## config.mk

```make
export PLATFORM = sky130hd
export DESIGN_NAME = capture_timer
export DESIGN_NICKNAME = d
export VERILOG_FILES = /design/src/rtl/capture_timer_pkg.sv /design/src/rtl/capture_sync_edge.sv /design/src/rtl/capture_counter.sv /design/src/rtl/capture_ctl_flags.sv /design/src/rtl/capture_timer.sv
export SDC_FILE = /design/constraint.sdc
export NUM_CORES = 1
export LEC_CHECK = 0
export BUFFER_PORTS_ARGS = -buffer_cell sky130_fd_sc_hd__buf_4
export CAP_MARGIN = 15
export CORE_AREA = 2 2 65 67
export DETAILED_ROUTE_END_ITERATION = 16
export DIE_AREA = 0 0 67 69
export GPL_ROUTABILITY_DRIVEN = 0
export PLACE_DENSITY = 0.8
export SYNTH_ARGS = -nofsm -noshare
export SYNTH_HDL_FRONTEND = slang
export SYNTH_SLANG_ARGS = --single-unit
```

## constraint.sdc

```tcl
create_clock -name clk -period 1.7 [get_ports clk]
set_input_delay 0.255 -clock clk [delete_from_list [all_inputs] [get_ports clk]]
set_output_delay 0.255 -clock clk [all_outputs]
set_load 0.02 [all_outputs]
```

## src/rtl/capture_timer_pkg.sv

```systemverilog
// Package: shared layout of the capture timer control word.
// Assumes the bit order below is the software-visible contract.
package capture_timer_pkg;

    localparam int CTL_W = 5;

    // Control word, MSB first: polarity, capture flag, overflow flag, enable, run
    typedef struct packed {
        logic rise_sel;   // bit 4: 1 = rising edge captures, 0 = falling
        logic pend_cap;   // bit 3: capture pending
        logic pend_ovf;   // bit 2: overflow pending
        logic irq_en;     // bit 1: interrupt enable
        logic run;        // bit 0: counter runs
    } ctl_t;

endpackage

```

## src/rtl/capture_sync_edge.sv

```systemverilog
// Module: capture_sync_edge
// Brings an asynchronous pin into the clock domain through STAGES flops
// and flags the selected transition for one cycle.
// Assumes STAGES >= 2 and that the pin idles low out of reset.
module capture_sync_edge #(
    parameter int STAGES = 2
) (
    input  logic clk,
    input  logic rst_n,
    input  logic pin_i,
    input  logic rise_sel_i,
    output logic edge_o
);

    logic [STAGES-1:0] sync_q;
    logic              prev_q;
    logic              sync_out;

    // Synchronizer shift chain
    always_ff @(posedge clk) begin
        if (!rst_n) sync_q <= '0;
        else        sync_q <= {sync_q[STAGES-2:0], pin_i};
    end

    // Previous synchronized level for edge comparison
    always_ff @(posedge clk) begin
        if (!rst_n) prev_q <= 1'b0;
        else        prev_q <= sync_out;
    end

    assign sync_out = sync_q[STAGES-1];

    // Polarity-selected transition detect
    always_comb begin
        if (rise_sel_i) edge_o = sync_out & ~prev_q;
        else            edge_o = ~sync_out & prev_q;
    end

endmodule

```

## src/rtl/capture_counter.sv

```systemverilog
// Module: capture_counter
// Free-running up counter of CNT_W bits, enabled by run_i.
// Reports a wrap for the clock edge on which the count leaves all ones.
module capture_counter #(
    parameter int CNT_W = 16
) (
    input  logic             clk,
    input  logic             rst_n,
    input  logic             run_i,
    output logic [CNT_W-1:0] count_o,
    output logic             wrap_o
);

    localparam logic [CNT_W-1:0] CNT_ONE = CNT_W'(1);
    localparam logic [CNT_W-1:0] CNT_MAX = '1;

    logic [CNT_W-1:0] cnt_q;

    // Count up while running, hold otherwise
    always_ff @(posedge clk) begin
        if (!rst_n)     cnt_q <= '0;
        else if (run_i) cnt_q <= cnt_q + CNT_ONE;
    end

    // Wrap happens on the next edge when running at the maximum value
    assign wrap_o  = run_i && (cnt_q == CNT_MAX);
    assign count_o = cnt_q;

endmodule

```

## src/rtl/capture_ctl_flags.sv

```systemverilog
// Module: capture_ctl_flags
// Holds the control word, sets the pending flags from hardware events,
// applies software writes and forms the interrupt.
// Assumes a hardware set wins over a software clear in the same cycle.
module capture_ctl_flags
    import capture_timer_pkg::*;
(
    input  logic clk,
    input  logic rst_n,
    input  logic we_i,
    input  ctl_t wdata_i,
    input  logic ovf_set_i,
    input  logic cap_set_i,
    output ctl_t ctl_o,
    output logic irq_o
);

    ctl_t ctl_q;

    // Run and enable bits: plain write
    always_ff @(posedge clk) begin
        if (!rst_n) begin
            ctl_q.run    <= 1'b0;
            ctl_q.irq_en <= 1'b0;
        end else if (we_i) begin
            ctl_q.run    <= wdata_i.run;
            ctl_q.irq_en <= wdata_i.irq_en;
        end
    end

    // Polarity bit: writable only while stopped
    always_ff @(posedge clk) begin
        if (!rst_n)                   ctl_q.rise_sel <= 1'b0;
        else if (we_i && !ctl_q.run)  ctl_q.rise_sel <= wdata_i.rise_sel;
    end

    // Overflow flag: set by wrap, cleared by writing 0
    always_ff @(posedge clk) begin
        if (!rst_n)                         ctl_q.pend_ovf <= 1'b0;
        else if (ovf_set_i)                 ctl_q.pend_ovf <= 1'b1;
        else if (we_i && !wdata_i.pend_ovf) ctl_q.pend_ovf <= 1'b0;
    end

    // Capture flag: set by capture, cleared by writing 0
    always_ff @(posedge clk) begin
        if (!rst_n)                         ctl_q.pend_cap <= 1'b0;
        else if (cap_set_i)                 ctl_q.pend_cap <= 1'b1;
        else if (we_i && !wdata_i.pend_cap) ctl_q.pend_cap <= 1'b0;
    end

    // Interrupt request from the shared enable
    assign irq_o = ctl_q.irq_en & (ctl_q.pend_ovf | ctl_q.pend_cap);
    assign ctl_o = ctl_q;

endmodule

```

## src/rtl/capture_timer.sv

```systemverilog
// Module: capture_timer (top)
// Free-running capture timer: counter, synchronized edge detector,
// capture latch and dual pending flags behind one control word.
// Assumes software stops the timer before changing the polarity.
module capture_timer
    import capture_timer_pkg::*;
#(
    parameter int CNT_W       = 16,
    parameter int SYNC_STAGES = 2
) (
    input  logic             clk,
    input  logic             rst_n,
    input  logic             cap_pin,
    input  logic             ctl_we,
    input  logic [CTL_W-1:0] ctl_wdata,
    output logic [CTL_W-1:0] ctl_rdata,
    output logic [CNT_W-1:0] count_o,
    output logic [CNT_W-1:0] capture_o,
    output logic             irq_o
);

    ctl_t             ctl;
    logic             pin_edge;
    logic             wrap;
    logic             cap_fire;
    logic [CNT_W-1:0] cnt;
    logic [CNT_W-1:0] cap_q;

    capture_sync_edge #(.STAGES(SYNC_STAGES)) u_edge (
        .clk        (clk),
        .rst_n      (rst_n),
        .pin_i      (cap_pin),
        .rise_sel_i (ctl.rise_sel),
        .edge_o     (pin_edge)
    );

    capture_counter #(.CNT_W(CNT_W)) u_cnt (
        .clk     (clk),
        .rst_n   (rst_n),
        .run_i   (ctl.run),
        .count_o (cnt),
        .wrap_o  (wrap)
    );

    capture_ctl_flags u_ctl (
        .clk       (clk),
        .rst_n     (rst_n),
        .we_i      (ctl_we),
        .wdata_i   (ctl_t'(ctl_wdata)),
        .ovf_set_i (wrap),
        .cap_set_i (cap_fire),
        .ctl_o     (ctl),
        .irq_o     (irq_o)
    );

    assign cap_fire = ctl.run & pin_edge;

    // Capture latch: freeze the pre-increment count on a qualified edge
    always_ff @(posedge clk) begin
        if (!rst_n)        cap_q <= '0;
        else if (cap_fire) cap_q <= cnt;
    end

    assign ctl_rdata = ctl;
    assign count_o   = cnt;
    assign capture_o = cap_q;

endmodule

```

==> results.txt, run 1 <==
----------------------------------------------------
[Placed design]
  PortBufs ... 46
  Estimated wirelength of the detail-placed design ... 2.38 mm
  Post-detailed-placement cell area ... 2080 µm²

[Clock network]
  Insertion delay of the later-clocked pin in the worst-skew pair ... 0.29 ns
  Number of buffers created by CTS ... 5
  Sinks on Clock Net ... 40
  Clock buffer depth ... 2
  Hold-fix buffer count after cts ... 0
  Clock-pin slew on the worst setup and hold paths ... around 0.07 ns
  Number of setup buffers added after CTS ... 0
  CTS root buf ... clkbuf_8
  Post_cts resized ... 0
  H-Tree Level Count ... 2
  CTS tree ... done

[GRT]
  Number of global-route vias before repair ... 1149
  Tot GR Track Use ... 15.6%
  Global-route wire length before repair ... 5.61 mm
  Antenna violations before repair ... 0
  Residual overflow from global routing ... 0
  Largest net degree at the start of global routing ... 44

[Final layout]
  Filler instances ... 370
  Layout cells sized above 1 ... between 20% and 30%
  Signed area change from the synthesized netlist to the final layout ... 27.5%
  Net count of the finished layout ... 220
  Diode count ... 0
  Final Core Density ... 55.3%
  Non-Filler Cell Area, Final ... 2170 µm²

[Logic synthesis]
  Share of synthesized area occupied by flip-flops and latches ... 47.1%
  Cell area after synthesis ... 1700 µm²
  Flops & latches, synth ... 40
  Synthesized area per cell ... 10.5 µm²
  Post-synth net total ... 172
  Yosys cell types ... 35
  Number of warnings printed during yosys synthesis ... 0
  Post-Syn Instances ... 162

[Drt]
  Length of the first detailed-routing pass in iterations ... 4
  Count of vias placed by the detailed router ... ~1300
  Count of unresolved DRC violations after routing ... 0
  Via-per-instance ratio ... 4.96
  Final antenna-violating net count ... 0
  Total wire length after detailed routing ... 3.38 mm
  Violation count after the first detailed-routing iteration ... 55
  Detailed-route wire length per cell ... between 10 and 15 µm

[Timing]
  Final Slew Violations ... 0
  Setup Total Neg Slack ... 0 ns
  Final setup fails ... 0
  Number of hold violations in the final report ... 0
  Final Skew ... between 0.004 and 0.005 ns
  Fin crit period ... 1.57 ns
  Worst slew margin relative to its limit ... 77.7%
  Unrepaired setup endpoints after global routing ... false
  Worst-margin pin slew ... 0.335 ns
  Achievable Freq ... 638 MHz
  Crit share post-route ... around 90%

[Outcome]
  Outcome ... completed

[Critical path]
  Worst Setup SP ... u_ctl.ctl_o[0]
  Reg2reg path depth ... 4
  Total stage count of the critical path ... 4
  Critical-path cell list ... and4_1, nand3_4, or3_1, a21boi_1
  Startpoint class of the critical path ... flop
  Critical path's largest stage delay ... 0.46 ns
  Dominant delay contributor by cell family on the critical path ... simple AND/OR/NAND/NOR gates
  FF-to-FF setup slack ... 0.13 ns
  Critical Path Sink Type ... flop
  Worst-path fanout max ... 6
  Slowest CP cell ... dfxtp_1
  Class of the most critical setup path ... flop to flop
  Required @ worst endpoint ... 1.93 ns
  End of the worst register-to-register path ... u_cnt.count_o[15]
  Worst setup path endpoint ... u_cnt.count_o[15]
  Worst flop-to-flop path startpoint ... u_ctl.ctl_o[0]
  Data arrival time of the critical path ... between 1.5 and 2 ns
  Crit path buf inv count ... 0

[Pwr]
  Fraction of power spent switching nets ... about 21%
  Combinational cell fraction of total power ... 4.8%
  Switching power of the nets ... 0.359 mW
  Internal power ... around 1.3 mW
  Leakage ... ~1.0 nW
  PD cells ... 775 nW/µm²
  Part of the total power dissipated in the clock network ... 38.3%
  Worst IR drop on VDD ... 412 µV
  Power share of the sequential group ... between 50 and 60%

[Floorplanning]
  Effective utilization at floorplan ... 43.4%
  Core region area ... 3910 µm²
  Standard-cell row count ... 23
  Die area ... 4620 µm²
  # IOs ... 47
  Die width ... 67 µm
  Height of the chip ... 69 µm

[Job]
  Maximum capacitance violations ... 0

[Min path]
  Worst min path class ... input port to flop

----------------------------------------------------
-- cell usage after synthesis --
master | instances | area [µm²]
and3_1 | 1 | 6.26
xnor2_1 | 5 | 43.8
and4_1 | 2 | 17.5
inv_1 | 1 | 3.75
nor3b_1 | 1 | 7.51
nor2b_1 | 19 | 119
nand3_4 | 1 | 17.5
nand2b_1 | 2 | 12.5
or3_1 | 2 | 12.5
o21ai_1 | 1 | 5.00
o211ai_1 | 3 | 22.5
buf_2 | 1 | 5.00
mux2i_1 | 19 | 190
ha_1 | 1 | 12.5
nand4_1 | 4 | 25.0
a21boi_0 | 3 | 22.5
o21ai_0 | 5 | 25.0
a21boi_1 | 1 | 7.51
and2_1 | 14 | 87.6
clkbuf_1 | 4 | 15.0
nor4_2 | 1 | 12.5
xor2_1 | 6 | 52.6
and4_4 | 1 | 11.3
o21a_1 | 1 | 7.51
nand4_2 | 1 | 12.5
nand2_1 | 5 | 18.8
buf_6 | 4 | 45.0
o31ai_1 | 2 | 15.0
nand3_1 | 4 | 20.0
nand3b_1 | 1 | 7.51
buf_4 | 2 | 15.0
nor2_1 | 1 | 3.75
dfxtp_1 | 40 | 801
nor3_1 | 2 | 10.0
and3b_1 | 1 | 8.76
-- layer usage --
metal	up-vias	wire [µm]	track usage [%]
met5	-	0	0
met4	0	63	6.80
met3	8	197	4.24
met2	35	1500	22.3
met1	605	1620	21.8
li1	647	-	-
-- sequential cells by signal, summed over array words and instances, names as in the netlist --
name / flops
u_ctl.ctl_o: 5
u_edge.prev_q: 1
capture_o: 16
u_cnt.count_o: 16
u_edge.sync_q: 2
-- layout by cell type, fill, tap and decap left out --
cell,instances
buf_4,52
dfxtp_1,40
mux2i_1,19
nor2b_1,19
and2_1,14
xor2_1,6
clkbuf_8,6
xnor2_1,5
nand2_1,5
o21ai_0,5
nand3_1,4
nand4_1,4
a21boi_0,3
o211ai_1,3
and4_1,2
or3_1,2
nand2b_1,2
o31ai_1,2
nor3_1,2
clkbuf_1,2
o21a_1,1
nand4_2,1
nor3b_1,1
and3b_1,1
o21ai_2,1
and4_4,1
nand3_4,1
a21boi_1,1
nand3b_1,1
inv_1,1
nor2_1,1
nor4_2,1
and3_1,1
ha_1,1
-- cell families (layout without fill, tap and decap cells) --
| logic type | after synthesis | count (layout) | synth area share (%) |
|---|---|---|---|
| adder cells (fa/ha/maj) | 1 | 1 | 0.736 |
| AND/OR/NAND/NOR | 63 | 63 | 24.2 |
| buffers and inverters | 12 | 61 | 4.93 |
| XOR/XNOR | 11 | 11 | 5.67 |
| flip-flops | 40 | 40 | 47.1 |
| multiplexers | 19 | 19 | 11.2 |
| AO/OA/AOI/OAI | 16 | 16 | 6.18 |
-- cell type report --
class,instances,area [µm²],share of cell area (%)
multi-input cells,110,818,37.8
inverters,1,3.75,0.173
well taps,50,62.6,2.89
flip-flops and latches,40,801,37.0
clock buffers,8,90.1,4.16
repair buffers,52,390,18.0
-- through the flow --
step | std cells | power [mW] | hold slack [ns] | worst slack, ns
final | 261 | 1.68 | 0.169 | 0.134
after global routing | 261 | 1.76 | 0.171 | 0.00492
after CTS | 261 | 1.70 | 0.167 | 0.145
after detailed placement | 253 | 1.06 | 0.435 | 0.176
after global placement | 253 | 1.06 | 0.420 | 0.229
after floorplan | 162 | 1.03 | 0.382 | 0.138
-- power by group through the flow --
stage               sequential, mW  combinational (mW)  clock, mW
finish                       0.956              0.0806      0.642
global route                 0.958              0.0881      0.711
CTS                          0.956              0.0822      0.661
detailed placement           0.978              0.0818          0
global placement             0.977              0.0808          0
floorplan                    0.980              0.0475          0
-- worst min-delay path by stage --
stage	cells past startpoint	slack, ns	endpoint	startpoint
floorplan	1	0.38	u_edge.sync_q[0]	cap_pin
global placement	1	0.42	u_edge.sync_q[1]	u_edge.sync_q[0]
detailed placement	1	0.44	u_edge.sync_q[1]	u_edge.sync_q[0]
CTS	2	0.17	u_edge.sync_q[0]	cap_pin
global route	2	0.17	u_edge.sync_q[0]	cap_pin
finish	2	0.17	u_edge.sync_q[0]	cap_pin
(Power assumes the default switching activity.)
==> inputs of run 2 (changes only) <==
CORE_AREA = 2 2 50 87   (was 2 2 65 67)
DIE_AREA = 0 0 52 89   (was 0 0 67 69)
==> results.txt, run 2 (synthesis results as in run 1) <==
----------------------------------------------------
[Outcome]
  Outcome ... completed

[Critical path]
  Required @ worst endpoint ... 1.88 ns
  Critical-path cell list ... ha_1, nand4_2, nor4_2, xor2_1, and2_1
  Startpoint class of the critical path ... flop
  Critical path's largest stage delay ... around 0.43 ns
  Reg2reg path depth ... 5
  Worst setup path endpoint ... u_cnt.count_o[14]
  Slowest CP cell ... dfxtp_1
  Critical Path Sink Type ... flop
  Worst Setup SP ... u_cnt.count_o[0]
  Data arrival time of the critical path ... 1.76 ns
  Class of the most critical setup path ... flop to flop
  FF-to-FF setup slack ... approximately 0.12 ns
  Worst-path fanout max ... 7
  End of the worst register-to-register path ... u_cnt.count_o[14]
  Worst flop-to-flop path startpoint ... u_cnt.count_o[0]

[Final layout]
  Net count of the finished layout ... 220
  Commonest cells after routing, fill and taps aside ... buf_4 (52), dfxtp_1 (40), mux2i_1 (19), nor2b_1 (19), and2_1 (14)
  Final Core Density ... 56.1%
  Signed area change from the synthesized netlist to the final layout ... 27.5%
  Most common cell after layout, fill and taps aside ... buf_4
  Diode count ... 0
  Layout cells sized above 1 ... 30.3%
  Final non-filler cell total ... 259

[Clock network]
  Sinks on Clock Net ... 40
  Clock-pin slew on the worst setup and hold paths ... 0.08 ns
  H-Tree Level Count ... 2
  Post_cts resized ... 0
  Insertion delay of the later-clocked pin in the worst-skew pair ... 0.29 ns
  CTS root buf ... clkbuf_8
  Hold-fix buffer count after cts ... 0
  Clock buffer depth ... 2
  Number of setup buffers added after CTS ... 0
  CTS tree ... done
  Number of buffers created by CTS ... 5

[GRT]
  Tot GR Track Use ... 15.9%
  Residual overflow from global routing ... 0
  Antenna violations before repair ... 0
  Global-route wire length before repair ... approximately 5.5 mm
  Largest net degree at the start of global routing ... 44
  Number of global-route vias before repair ... 1186

[Timing]
  Fin crit period ... 1.58 ns
  Crit share post-route ... between 90 and 100%
  Worst slew margin relative to its limit ... 76.4%
  Worst-margin pin slew ... 0.354 ns
  Final setup fails ... 0
  Final Slew Violations ... 0
  Achievable Freq ... 632 MHz
  Number of hold violations in the final report ... 0
  Unrepaired setup endpoints after global routing ... false
  Final Skew ... between 0.007 and 0.008 ns
  Setup Total Neg Slack ... 0 ns

[Drt]
  Via-per-instance ratio ... 4.95
  Count of unresolved DRC violations after routing ... 0
  Count of vias placed by the detailed router ... 1283
  Length of the first detailed-routing pass in iterations ... 2
  Final antenna-violating net count ... 0
  Violation count after the first detailed-routing iteration ... 15
  Total wire length after detailed routing ... 3.33 mm
  Detailed-route wire length per cell ... 12.8 µm

[Placed design]
  Number of placed instances, taps included ... approximately 250
  Estimated wirelength of the detail-placed design ... between 2 and 2.5 mm
  PortBufs ... 46

[Floorplanning]
  Effective utilization at floorplan ... between 40% and 50%
  # IOs ... 47
  Standard-cell row count ... 30
  Height of the chip ... roughly 89 µm
  Die width ... 52 µm
  Die area ... roughly 4600 µm²
  Core region area ... 3870 µm²

[Pwr]
  PD cells ... 778 nW/µm²
  Worst IR drop on VDD ... 585 µV
  Leakage ... 1.03 nW

[Job]
  Maximum capacitance violations ... 0

[Min path]
  Worst min path class ... input port to flop

----------------------------------------------------
run 2: how the worst min path moves through the flow:
stage | startpoint | endpoint | cells past startpoint | slack [ns]
6_report | cap_pin | u_edge.sync_q[0] | 2 | 0.18
5_1_grt | cap_pin | u_edge.sync_q[0] | 2 | 0.17
4_1_cts | cap_pin | u_edge.sync_q[0] | 2 | 0.17
3_5_place_dp | u_edge.sync_q[0] | u_edge.sync_q[1] | 1 | 0.44
3_3_place_gp | u_edge.sync_q[0] | u_edge.sync_q[1] | 1 | 0.42
2_1_floorplan | cap_pin | u_edge.sync_q[0] | 1 | 0.38
run 2: area by class of cell:
| class | count | area (µm²) |
|---|---|---|
| fillers | 363 | 1700 |
| multi-input cells | 110 | 818 |
| flip-flops and latches | 40 | 801 |
| repair buffers | 52 | 390 |
| clock buffers | 7 | 86.3 |
| well taps | 48 | 60.1 |
| clock inverters | 1 | 7.51 |
| inverters | 1 | 3.75 |
run 2: metrics by stage:
step | instance area [µm²] | total power, mW | hold slack, ns | setup slack [ns]
floorplan | 1700 | 1.03 | 0.382 | 0.138
global placement | 2070 | 1.06 | 0.417 | 0.229
detailed placement | 2070 | 1.06 | 0.439 | 0.143
CTS | 2170 | 1.70 | 0.174 | 0.115
global route | 2170 | 1.74 | 0.174 | 0.0217
finish | 2170 | 1.69 | 0.177 | 0.119
run 2: per-layer routing:
| layer | GRT usage, % | share of wire (%) | vias up |
|---|---|---|---|
| li1 | - | - | 646 |
| met1 | 19.2 | 42 | 605 |
| met2 | 26.4 | 52 | 27 |
| met3 | 2.51 | 3.7 | 5 |
| met4 | 9.33 | 2.1 | 0 |
| met5 | 0 | 0 | - |
run 2: worst max-delay path, delay by kind of cell, from the launching register on:
family	cells	cell delay (ns)
xor gates and xnor gates	1	0.10
adders and majority gates	1	0.22
DFF	1	0.43
and+or+nand+nor	3	0.73
run 2: power by group:
part | internal [mW] | switching, mW | total (mW) | leakage, nW
clock | 0.330 | 0.318 | 0.648 | 0.0445
sequential | 0.946 | 0.00956 | 0.956 | 0.323
combinational | 0.0423 | 0.0394 | 0.0817 | 0.662
total | 1.32 | 0.367 | 1.69 | 1.03
